===== config.mk =====
export PLATFORM = sky130hd
export DESIGN_NAME = snooze_seq
export DESIGN_NICKNAME = d
export VERILOG_FILES = /design/src/rtl/snooze_pkg.sv /design/src/rtl/snooze_sync.sv /design/src/rtl/snooze_ctrl.sv /design/src/rtl/snooze_dp.sv /design/src/rtl/snooze_seq.sv
export SDC_FILE = /design/constraint.sdc
export NUM_CORES = 1
export LEC_CHECK = 0
export CORE_AREA = 2 2 39 41
export CTS_BUF_LIST = sky130_fd_sc_hd__clkbuf_16
export DETAILED_ROUTE_END_ITERATION = 7
export DIE_AREA = 0 0 41 43
export DONT_BUFFER_PORTS = 1
export GPL_ROUTABILITY_DRIVEN = 0
export PLACE_DENSITY = 0.36
export SLEW_MARGIN = 20
export SYNTH_ARGS = -nofsm -noshare
export SYNTH_HDL_FRONTEND = slang
export SYNTH_SLANG_ARGS = --single-unit

===== constraint.sdc =====
create_clock -name clk -period 1.58 [get_ports clk]
set_input_delay 0.079 -clock clk [delete_from_list [all_inputs] [get_ports clk]]
set_output_delay 0.079 -clock clk [all_outputs]
set_load 0.005 [all_outputs]

===== src/rtl/snooze_pkg.sv =====
package snooze_pkg;

  typedef enum logic [1:0] {
    ST_AWAKE = 2'd0,
    ST_ENTER = 2'd1,
    ST_SLEEP = 2'd2,
    ST_EXIT  = 2'd3
  } snzState_t;

  typedef struct packed {
    logic inWindow;
    logic asleep;
    logic awake;
  } snzStrobe_t;

endpackage


===== src/rtl/snooze_sync.sv =====
module snooze_sync #(
  parameter int STAGES = 2
) (
  input  logic clk,
  input  logic rstN,
  input  logic din,
  output logic dout
);
  logic [STAGES-1:0] chain;

  generate
    if (STAGES == 1) begin : g_one
      always_ff @(posedge clk) begin
        if (!rstN) chain <= '0;
        else       chain <= din;
      end
    end else begin : g_many
      always_ff @(posedge clk) begin
        if (!rstN) chain <= '0;
        else       chain <= {chain[STAGES-2:0], din};
      end
    end
  endgenerate

  assign dout = chain[STAGES-1];
endmodule


===== src/rtl/snooze_ctrl.sv =====
module snooze_ctrl
  import snooze_pkg::*;
#(
  parameter int ENTRY_CYC = 2,
  parameter int EXIT_CYC  = 2
) (
  input  logic       clk,
  input  logic       rstN,
  input  logic       reqSync,
  output snzStrobe_t strb
);
  localparam int MAXC  = (ENTRY_CYC > EXIT_CYC) ? ENTRY_CYC : EXIT_CYC;
  localparam int CNT_W = (MAXC > 1) ? $clog2(MAXC) : 1;
  localparam logic [CNT_W-1:0] ENTRY_LOAD = CNT_W'(ENTRY_CYC - 1);
  localparam logic [CNT_W-1:0] EXIT_LOAD  = CNT_W'(EXIT_CYC - 1);

  snzState_t        state, stateNxt;
  logic [CNT_W-1:0] cnt, cntNxt;

  always_comb begin
    stateNxt = state;
    cntNxt   = cnt;
    unique case (state)
      ST_AWAKE: if (reqSync) begin
        stateNxt = ST_ENTER;
        cntNxt   = ENTRY_LOAD;
      end
      ST_ENTER: begin
        if (cnt == '0) stateNxt = ST_SLEEP;
        else           cntNxt   = cnt - 1'b1;
      end
      ST_SLEEP: if (!reqSync) begin
        stateNxt = ST_EXIT;
        cntNxt   = EXIT_LOAD;
      end
      ST_EXIT: begin
        if (cnt == '0) stateNxt = ST_AWAKE;
        else           cntNxt   = cnt - 1'b1;
      end
      default: stateNxt = ST_AWAKE;
    endcase
  end

  always_ff @(posedge clk) begin
    if (!rstN) begin
      state <= ST_AWAKE;
      cnt   <= '0;
    end else begin
      state <= stateNxt;
      cnt   <= cntNxt;
    end
  end

  always_comb begin
    strb.inWindow = (state == ST_ENTER) || (state == ST_EXIT);
    strb.asleep   = (state == ST_SLEEP);
    strb.awake    = (state == ST_AWAKE);
  end
endmodule


===== src/rtl/snooze_dp.sv =====
module snooze_dp
  import snooze_pkg::*;
(
  input  logic       clk,
  input  logic       rstN,
  input  snzStrobe_t strb,
  input  logic       wrAttempt,
  output logic       sampleEn,
  output logic       forceHiZ,
  output logic       lowPower,
  output logic       wrGrant,
  output logic       wrErr
);
  logic errQ;

  always_ff @(posedge clk) begin
    if (!rstN)                              errQ <= 1'b0;
    else if (strb.inWindow && wrAttempt)    errQ <= 1'b1;
  end

  assign sampleEn = !strb.asleep;
  assign forceHiZ = strb.asleep;
  assign lowPower = !strb.awake;
  assign wrGrant  = wrAttempt && strb.awake;
  assign wrErr    = errQ;
endmodule


===== src/rtl/snooze_seq.sv =====
module snooze_seq
  import snooze_pkg::*;
#(
  parameter int SYNC_STAGES = 2,
  parameter int ENTRY_CYC   = 2,
  parameter int EXIT_CYC    = 2
) (
  input  logic clk,
  input  logic rstN,
  input  logic sleepIn,
  input  logic wrAttempt,
  output logic sampleEn,
  output logic forceHiZ,
  output logic lowPower,
  output logic wrGrant,
  output logic wrErr
);
  logic       reqSync;
  snzStrobe_t strb;

  snooze_sync #(.STAGES(SYNC_STAGES)) u_sync (
    .clk(clk), .rstN(rstN), .din(sleepIn), .dout(reqSync)
  );

  snooze_ctrl #(.ENTRY_CYC(ENTRY_CYC), .EXIT_CYC(EXIT_CYC)) u_ctrl (
    .clk(clk), .rstN(rstN), .reqSync(reqSync), .strb(strb)
  );

  snooze_dp u_dp (
    .clk(clk), .rstN(rstN), .strb(strb), .wrAttempt(wrAttempt),
    .sampleEn(sampleEn), .forceHiZ(forceHiZ), .lowPower(lowPower),
    .wrGrant(wrGrant), .wrErr(wrErr)
  );
endmodule


==> results.sh, run 1 <==
export IMPL_dp_hpwl_um=480.1
export IMPL_hold_class="primary input to flop"
export IMPL_min_path_cells=2
export IMPL_viasPerCell=4.500
export IMPL_grt_max_degree=5
export IMPL_dr_pass1_iters=4
export IMPL_syn_area_per_cell_um2=9.327
export IMPL_numCtsBuffers=3
export IMPL_hold_slack_ns=0.02826
export IMPL_synth_cell_types=17
export IMPL_cts_hold_buf=2
export IMPL_finalCriticalPeriod_ns=1.356
export IMPL_fp_dieH_um=43
export IMPL_hold_viol=0
export IMPL_avgRoutedWirePerCell_um=11.24
export IMPL_crit_path_start_kind="flop"
export IMPL_synthTopCellsByArea="dfxtp_1 39%, ha_1 16%, inv_1 7.3%, and2_1 6.1%, mux2i_2 4.5%"
export IMPL_final_nets=48
export IMPL_cts_setup_buffers=0
export IMPL_required_ns=1.69
export IMPL_cp_top_family="multiplexers"
export IMPL_clockRootBuffer="clkbuf_16"
export IMPL_diodes=0
export IMPL_crit_path_end_kind="flop"
export IMPL_synth_area_um2=307.8
export IMPL_clk_latency_ns=0.23
export IMPL_layout_drive_gt1_share_pct=15.79
export IMPL_finalWirelength_um=607
export IMPL_synth_seq_cells=6
export IMPL_internal_power_mw=0.6083
export IMPL_cp_cell_sequence="inv_1 -> ha_1 -> mux2i_2 -> mux2i_1 -> nor2_1"
export IMPL_syn2layout_area_growth_pct=37.40
export IMPL_p_per_area_nw_per_um2=1987
export IMPL_worst_hold_path_endpoint="u_dp.wrErr$_SDFFE_PN0P_"
export IMPL_port_buffers=0
export IMPL_seqPwrFrac_pct=25.7
export IMPL_clock_path_buffers=2
export IMPL_grt_antenna_before_repair=0
export IMPL_finClkSkew_ns=0.0002722
export IMPL_rsz0062_at_grt="false"
export IMPL_dp_cells=49
export IMPL_drc=0
export IMPL_dp_slack_ns=0.1981
export IMPL_fmax_ghz=0.7376
export IMPL_cp_slowest_cell="dfxtp_1"
export IMPL_grtUsageTotal_pct=10.34
export IMPL_synthCells=33
export IMPL_power_leakage_nw=0.1812
export IMPL_drv_slew=0
export IMPL_core_um2=1384
export IMPL_crit_fanout=4
export IMPL_postRouteAntennaNets=0
export IMPL_rr_startpoint="u_ctrl.state[0]$_SDFFE_PN0P_"
export IMPL_grt_overflow_total=0
export IMPL_setup_slack_ns=0.2242
export IMPL_dieArea_um2=1763
export IMPL_worst_path_buf_inv=1
export IMPL_drv_cap=0
export IMPL_final_core_util_pct=30.56
export IMPL_reg2regPathDepth=5
export IMPL_total_power_mw=0.8404
export IMPL_ys_seq_area_share_pct=39.02
export IMPL_worstHoldStart="wrAttempt"
export IMPL_ctsHtreeMaxLevel=1
export IMPL_cts_sinks=6
export IMPL_drtIter0Drc=1
export IMPL_yosysTopAreaCellShare_pct=39.02
export IMPL_grt_pass1_vias=262
export IMPL_crit_arrival_ns=1.47
export IMPL_comb_power_share_pct=25.9
export IMPL_tightest_slew_ns=0.2484
export IMPL_die_w_um=41
export IMPL_crit_type="flop to flop"
export IMPL_io_pins=9
export IMPL_yosysWarnings=0
export IMPL_tns_ns=0
export IMPL_setup_viol=0
export IMPL_placed_cell_area_um2=327.8
export IMPL_rrSetupSlack_ns=0.22
export IMPL_peakVddDrop_mv=0.5967
export IMPL_grt_first_pass_wirelength_um=1097
export IMPL_stdcell_count=54
export IMPL_worst_path_largest_cell_delay_ns=0.38
export IMPL_relSlewSlack_pct=83.11
export IMPL_min_period_over_period_pct=85.81
export IMPL_initial_core_util_pct=22.24
export IMPL_path_clk_slew_ns=0.03
export IMPL_status="finished clean"
export IMPL_synth_net_count=41
export IMPL_p_sw_share_pct=27.61
export IMPL_vias=243
export IMPL_synth_top_cell_by_area="dfxtp_1"
export IMPL_r2r_end="u_ctrl.cnt$_SDFFE_PN0P_"
export IMPL_cts_tree="built"
export IMPL_rows=14
export IMPL_fin_area_um2=422.9
export IMPL_p_switching_mw=0.2320
export IMPL_cts_resized_gates=0
export IMPL_clkPwrFrac_pct=48.4
==> logic make-up after synthesis <==
logic type	after synthesis	share of synthesized area, %
fa+ha+maj	4	16.26
simple gates	8	13.41
flops	6	39.03
buf+inv	6	7.317
mux	2	7.723
compound gates	7	16.26
==> synthesized netlist by cell type <==
cell type / count
a21oi_2: 1
dfxtp_1: 6
nand2b_1: 1
nor2_1: 2
mux2i_1: 1
and2_1: 3
o21ai_2: 1
a311oi_1: 1
nand3_1: 1
nand2_1: 1
ha_1: 4
inv_1: 6
a31oi_1: 1
o21ai_0: 1
a21oi_1: 1
a21o_1: 1
mux2i_2: 1
==> power groups by stage <==
stage	Combinational [mW]	Clock, mW	Sequential [mW]
3_3_place_gp	0.213	0	0.217
4_1_cts	0.225	0.414	0.217
3_5_place_dp	0.221	0	0.219
6_report	0.218	0.406	0.216
5_1_grt	0.253	0.429	0.223
2_1_floorplan	0.182	0	0.211
==> worst max path at each step <==
stage	start	slack [ns]	cells past startpoint	end
2_1_floorplan	u_ctrl.state[0]$_SDFFE_PN0P_	0.36	5	u_ctrl.cnt$_SDFFE_PN0P_
4_1_cts	u_ctrl.state[0]$_SDFFE_PN0P_	0.19	5	u_ctrl.cnt$_SDFFE_PN0P_
3_3_place_gp	u_ctrl.state[0]$_SDFFE_PN0P_	0.23	5	u_ctrl.cnt$_SDFFE_PN0P_
5_1_grt	u_ctrl.state[0]$_SDFFE_PN0P_	0.08	5	u_ctrl.cnt$_SDFFE_PN0P_
3_5_place_dp	u_ctrl.state[0]$_SDFFE_PN0P_	0.20	5	u_ctrl.cnt$_SDFFE_PN0P_
6_report	u_ctrl.state[0]$_SDFFE_PN0P_	0.22	5	u_ctrl.cnt$_SDFFE_PN0P_
==> layer usage <==
layer  vias to the layer above  global-route usage, %  routed length, µm
li1                        118                      -                  -
met1                       111                  10.93                235
met2                        10                  13.75                292
met3                         4                  6.806                 59
met4                         0                  8.000                 19
met5                         -                      0                  0
==> area by class of cell <==
class | instances | area, µm²
Tap cell | 16 | 20.02
Fill cell | 150 | 960.9
Inverter | 6 | 22.52
Timing Repair Buffer | 2 | 20.02
Sequential cell | 6 | 120.1
Multi-Input combinational cell | 21 | 165.2
Clock buffer | 3 | 75.07
==> placed cells by master (no fill, tap or decap) <==
cell	n
a21o_1	1
a21oi_1	1
a21oi_2	1
a311oi_1	1
a31oi_1	1
and2_1	3
clkbuf_16	3
dfxtp_1	6
dlygate4sd3_1	2
ha_1	4
inv_1	6
mux2i_1	1
mux2i_2	1
nand2_1	1
nand2b_1	1
nand3_1	1
nor2_1	2
o21ai_0	1
o21ai_2	1
==> flip-flops by register name, summed over array words and instances, names as in the netlist <==
name          count
u_dp.wrErr        1
u_ctrl.state      2
u_sync.chain      2
u_ctrl.cnt        1
(Power assumes the default switching activity.)
==> inputs of run 2 (changes only) <==
CELL_PAD_IN_SITES_DETAIL_PLACEMENT = 2   (was unset)
CELL_PAD_IN_SITES_GLOBAL_PLACEMENT = 2   (was unset)
PLACE_DENSITY = 0.53   (was 0.36)
==> run 2 against run 1 <==
  * Fmax down 2.5%
  * Non-clock buffer count is the same
  * Core utilization did not move
  * Final area did not move
  * Clock skew increased by 0.0022 ns
  * Sequential power is essentially flat
  * Die area did not move
  * Wire length rose by 21%
  * Cell count unchanged
  * Sequential cell count did not move
  * Total power is 1.2% higher
  * Clock-buffer cell count unchanged
  * Largest cell class unchanged
==> results.sh, run 2 (synthesized netlist as in run 1, its figures left out) <==
export IMPL_stdcell_count=54
export IMPL_dr_pass1_iters=4
export IMPL_setup_viol=0
export IMPL_grtUsageTotal_pct=11.59
export IMPL_drv_cap=0
export IMPL_required_ns=1.69
export IMPL_layout_drive_gt1_share_pct=15.79
export IMPL_cts_sinks=6
export IMPL_peakVddDrop_mv=0.6304
export IMPL_postRouteAntennaNets=0
export IMPL_grt_max_degree=5
export IMPL_hold_class="primary input to flop"
export IMPL_cts_tree="built"
export IMPL_drtIter0Drc=1
export IMPL_dp_hpwl_um=547.9
export IMPL_initial_core_util_pct=22.24
export IMPL_crit_fanout=4
export IMPL_dieArea_um2=1763
export IMPL_crit_path_start_kind="flop"
export IMPL_reg_top3="u_ctrl.state: 2 flops, u_sync.chain: 2 flops"
export IMPL_clock_path_buffers=2
export IMPL_drv_slew=0
export IMPL_cp_slowest_cell="dfxtp_1"
export IMPL_min_period_over_period_pct=88.05
export IMPL_rsz0062_at_grt="false"
export IMPL_grt_first_pass_wirelength_um=1242
export IMPL_vias=244
export IMPL_crit_arrival_ns=1.50
export IMPL_dp_cells=49
export IMPL_avgRoutedWirePerCell_um=13.61
export IMPL_tns_ns=0
export IMPL_status="finished clean"
export IMPL_diodes=0
export IMPL_io_pins=9
export IMPL_fp_dieH_um=43
export IMPL_p_per_area_nw_per_um2=2011
export IMPL_clockRootBuffer="clkbuf_16"
export IMPL_path_clk_slew_ns=0.03
export IMPL_fmax_ghz=0.7188
export IMPL_numCtsBuffers=3
export IMPL_worst_path_largest_cell_delay_ns=0.38
export IMPL_relSlewSlack_pct=82.01
export IMPL_rows=14
export IMPL_cp_cell_sequence="inv_1 -> ha_1 -> mux2i_2 -> mux2i_1 -> nor2_1"
export IMPL_port_buffers=0
export IMPL_grt_overflow_total=0
export IMPL_final_cell_mix="6 x inv_1, 6 x dfxtp_1, 4 x ha_1, 3 x and2_1, 3 x clkbuf_16"
export IMPL_finalCriticalPeriod_ns=1.391
export IMPL_crit_path_end_kind="flop"
export IMPL_crit_type="flop to flop"
export IMPL_hold_slack_ns=0.04767
export IMPL_grt_pass1_vias=281
export IMPL_viasPerCell=4.519
export IMPL_hold_viol=0
export IMPL_grt_antenna_before_repair=0
export IMPL_drc=0
export IMPL_finClkSkew_ns=0.002456
export IMPL_die_w_um=41
export IMPL_cts_resized_gates=0
export IMPL_final_nets=48
export IMPL_finalWirelength_um=735
export IMPL_clk_latency_ns=0.23
export IMPL_core_um2=1384
export IMPL_syn2layout_area_growth_pct=37.40
export IMPL_power_leakage_nw=0.1812
export IMPL_tightest_slew_ns=0.2647
export IMPL_ctsHtreeMaxLevel=1
==> run 2: cell counts in the layout (fill, tap and decap cells not counted) <==
Identical to the previous run, type by type.
==> run 2: report_power, final <==
group | internal [mW] | leakage [nW] | total [mW] | switching, mW
Clock | 0.325 | 0.0370 | 0.407 | 0.0828
Combinational | 0.0955 | 0.0949 | 0.225 | 0.130
Sequential | 0.188 | 0.0494 | 0.218 | 0.0299
==> run 2: repair_timing <==
item,in CTS,in global routing
hold endpoints to repair,2,0
setup buffers,0,0
hold buffers,2,0
==> run 2: critical path: cells and delay by family (launching register included) <==
kind / cells / cell delay, ns
multiplexers: 2 / 0.48
AND/OR/NAND/NOR: 1 / 0.05
buffers and inverters: 1 / 0.09
adder cells (fa/ha/maj): 1 / 0.27
flip-flops: 1 / 0.38
==> run 2: per-layer routing <==
metal | global-route usage [%] | up-vias | wire (µm)
met3 | 3.665 | 4 | 40
met5 | 0 | - | 0
met4 | 12.00 | 0 | 33
met1 | 13.03 | 112 | 313
met2 | 15.63 | 9 | 348
li1 | - | 119 | -
==> run 2: worst paths after layout <==
| kind | from | endpoint | slack, ns | cells past startpoint |
|---|---|---|---|---|
| worst max-delay path | u_ctrl.state[0]$_SDFFE_PN0P_ | u_ctrl.cnt$_SDFFE_PN0P_ | 0.19 | 5 |
| worst max register to register | u_ctrl.state[0]$_SDFFE_PN0P_ | u_ctrl.cnt$_SDFFE_PN0P_ | 0.19 | 5 |
| worst min register to register | u_sync.chain[0]$_SDFF_PN0_ | u_sync.chain[1]$_SDFF_PN0_ | 0.45 | 1 |
| worst min-delay path | wrAttempt | u_dp.wrErr$_SDFFE_PN0P_ | 0.05 | 2 |
==> run 2: layout make-up <==
cell class / instances / area (µm²)
fillers: 158 / 960.9
multi-input cells: 21 / 165.2
flip-flops and latches: 6 / 120.1
clock buffers: 3 / 75.07
inverters: 6 / 22.52
repair buffers: 2 / 20.02
well taps: 16 / 20.02
==> run 2: per-stage QoR <==
| step | util [%] | cell area, µm² | power, mW | setup slack (ns) |
|---|---|---|---|---|
| floorplan | - | 307.8 | 0.3926 | 0.3598 |
| global placement | 23.69 | 327.8 | 0.4294 | 0.2631 |
| detailed placement | 23.69 | 327.8 | 0.4439 | 0.1884 |
| CTS | 30.56 | 422.9 | 0.8691 | 0.1679 |
| global route | 30.56 | 422.9 | 0.9112 | 0.04136 |
| finish | 30.56 | 422.9 | 0.8504 | 0.1888 |
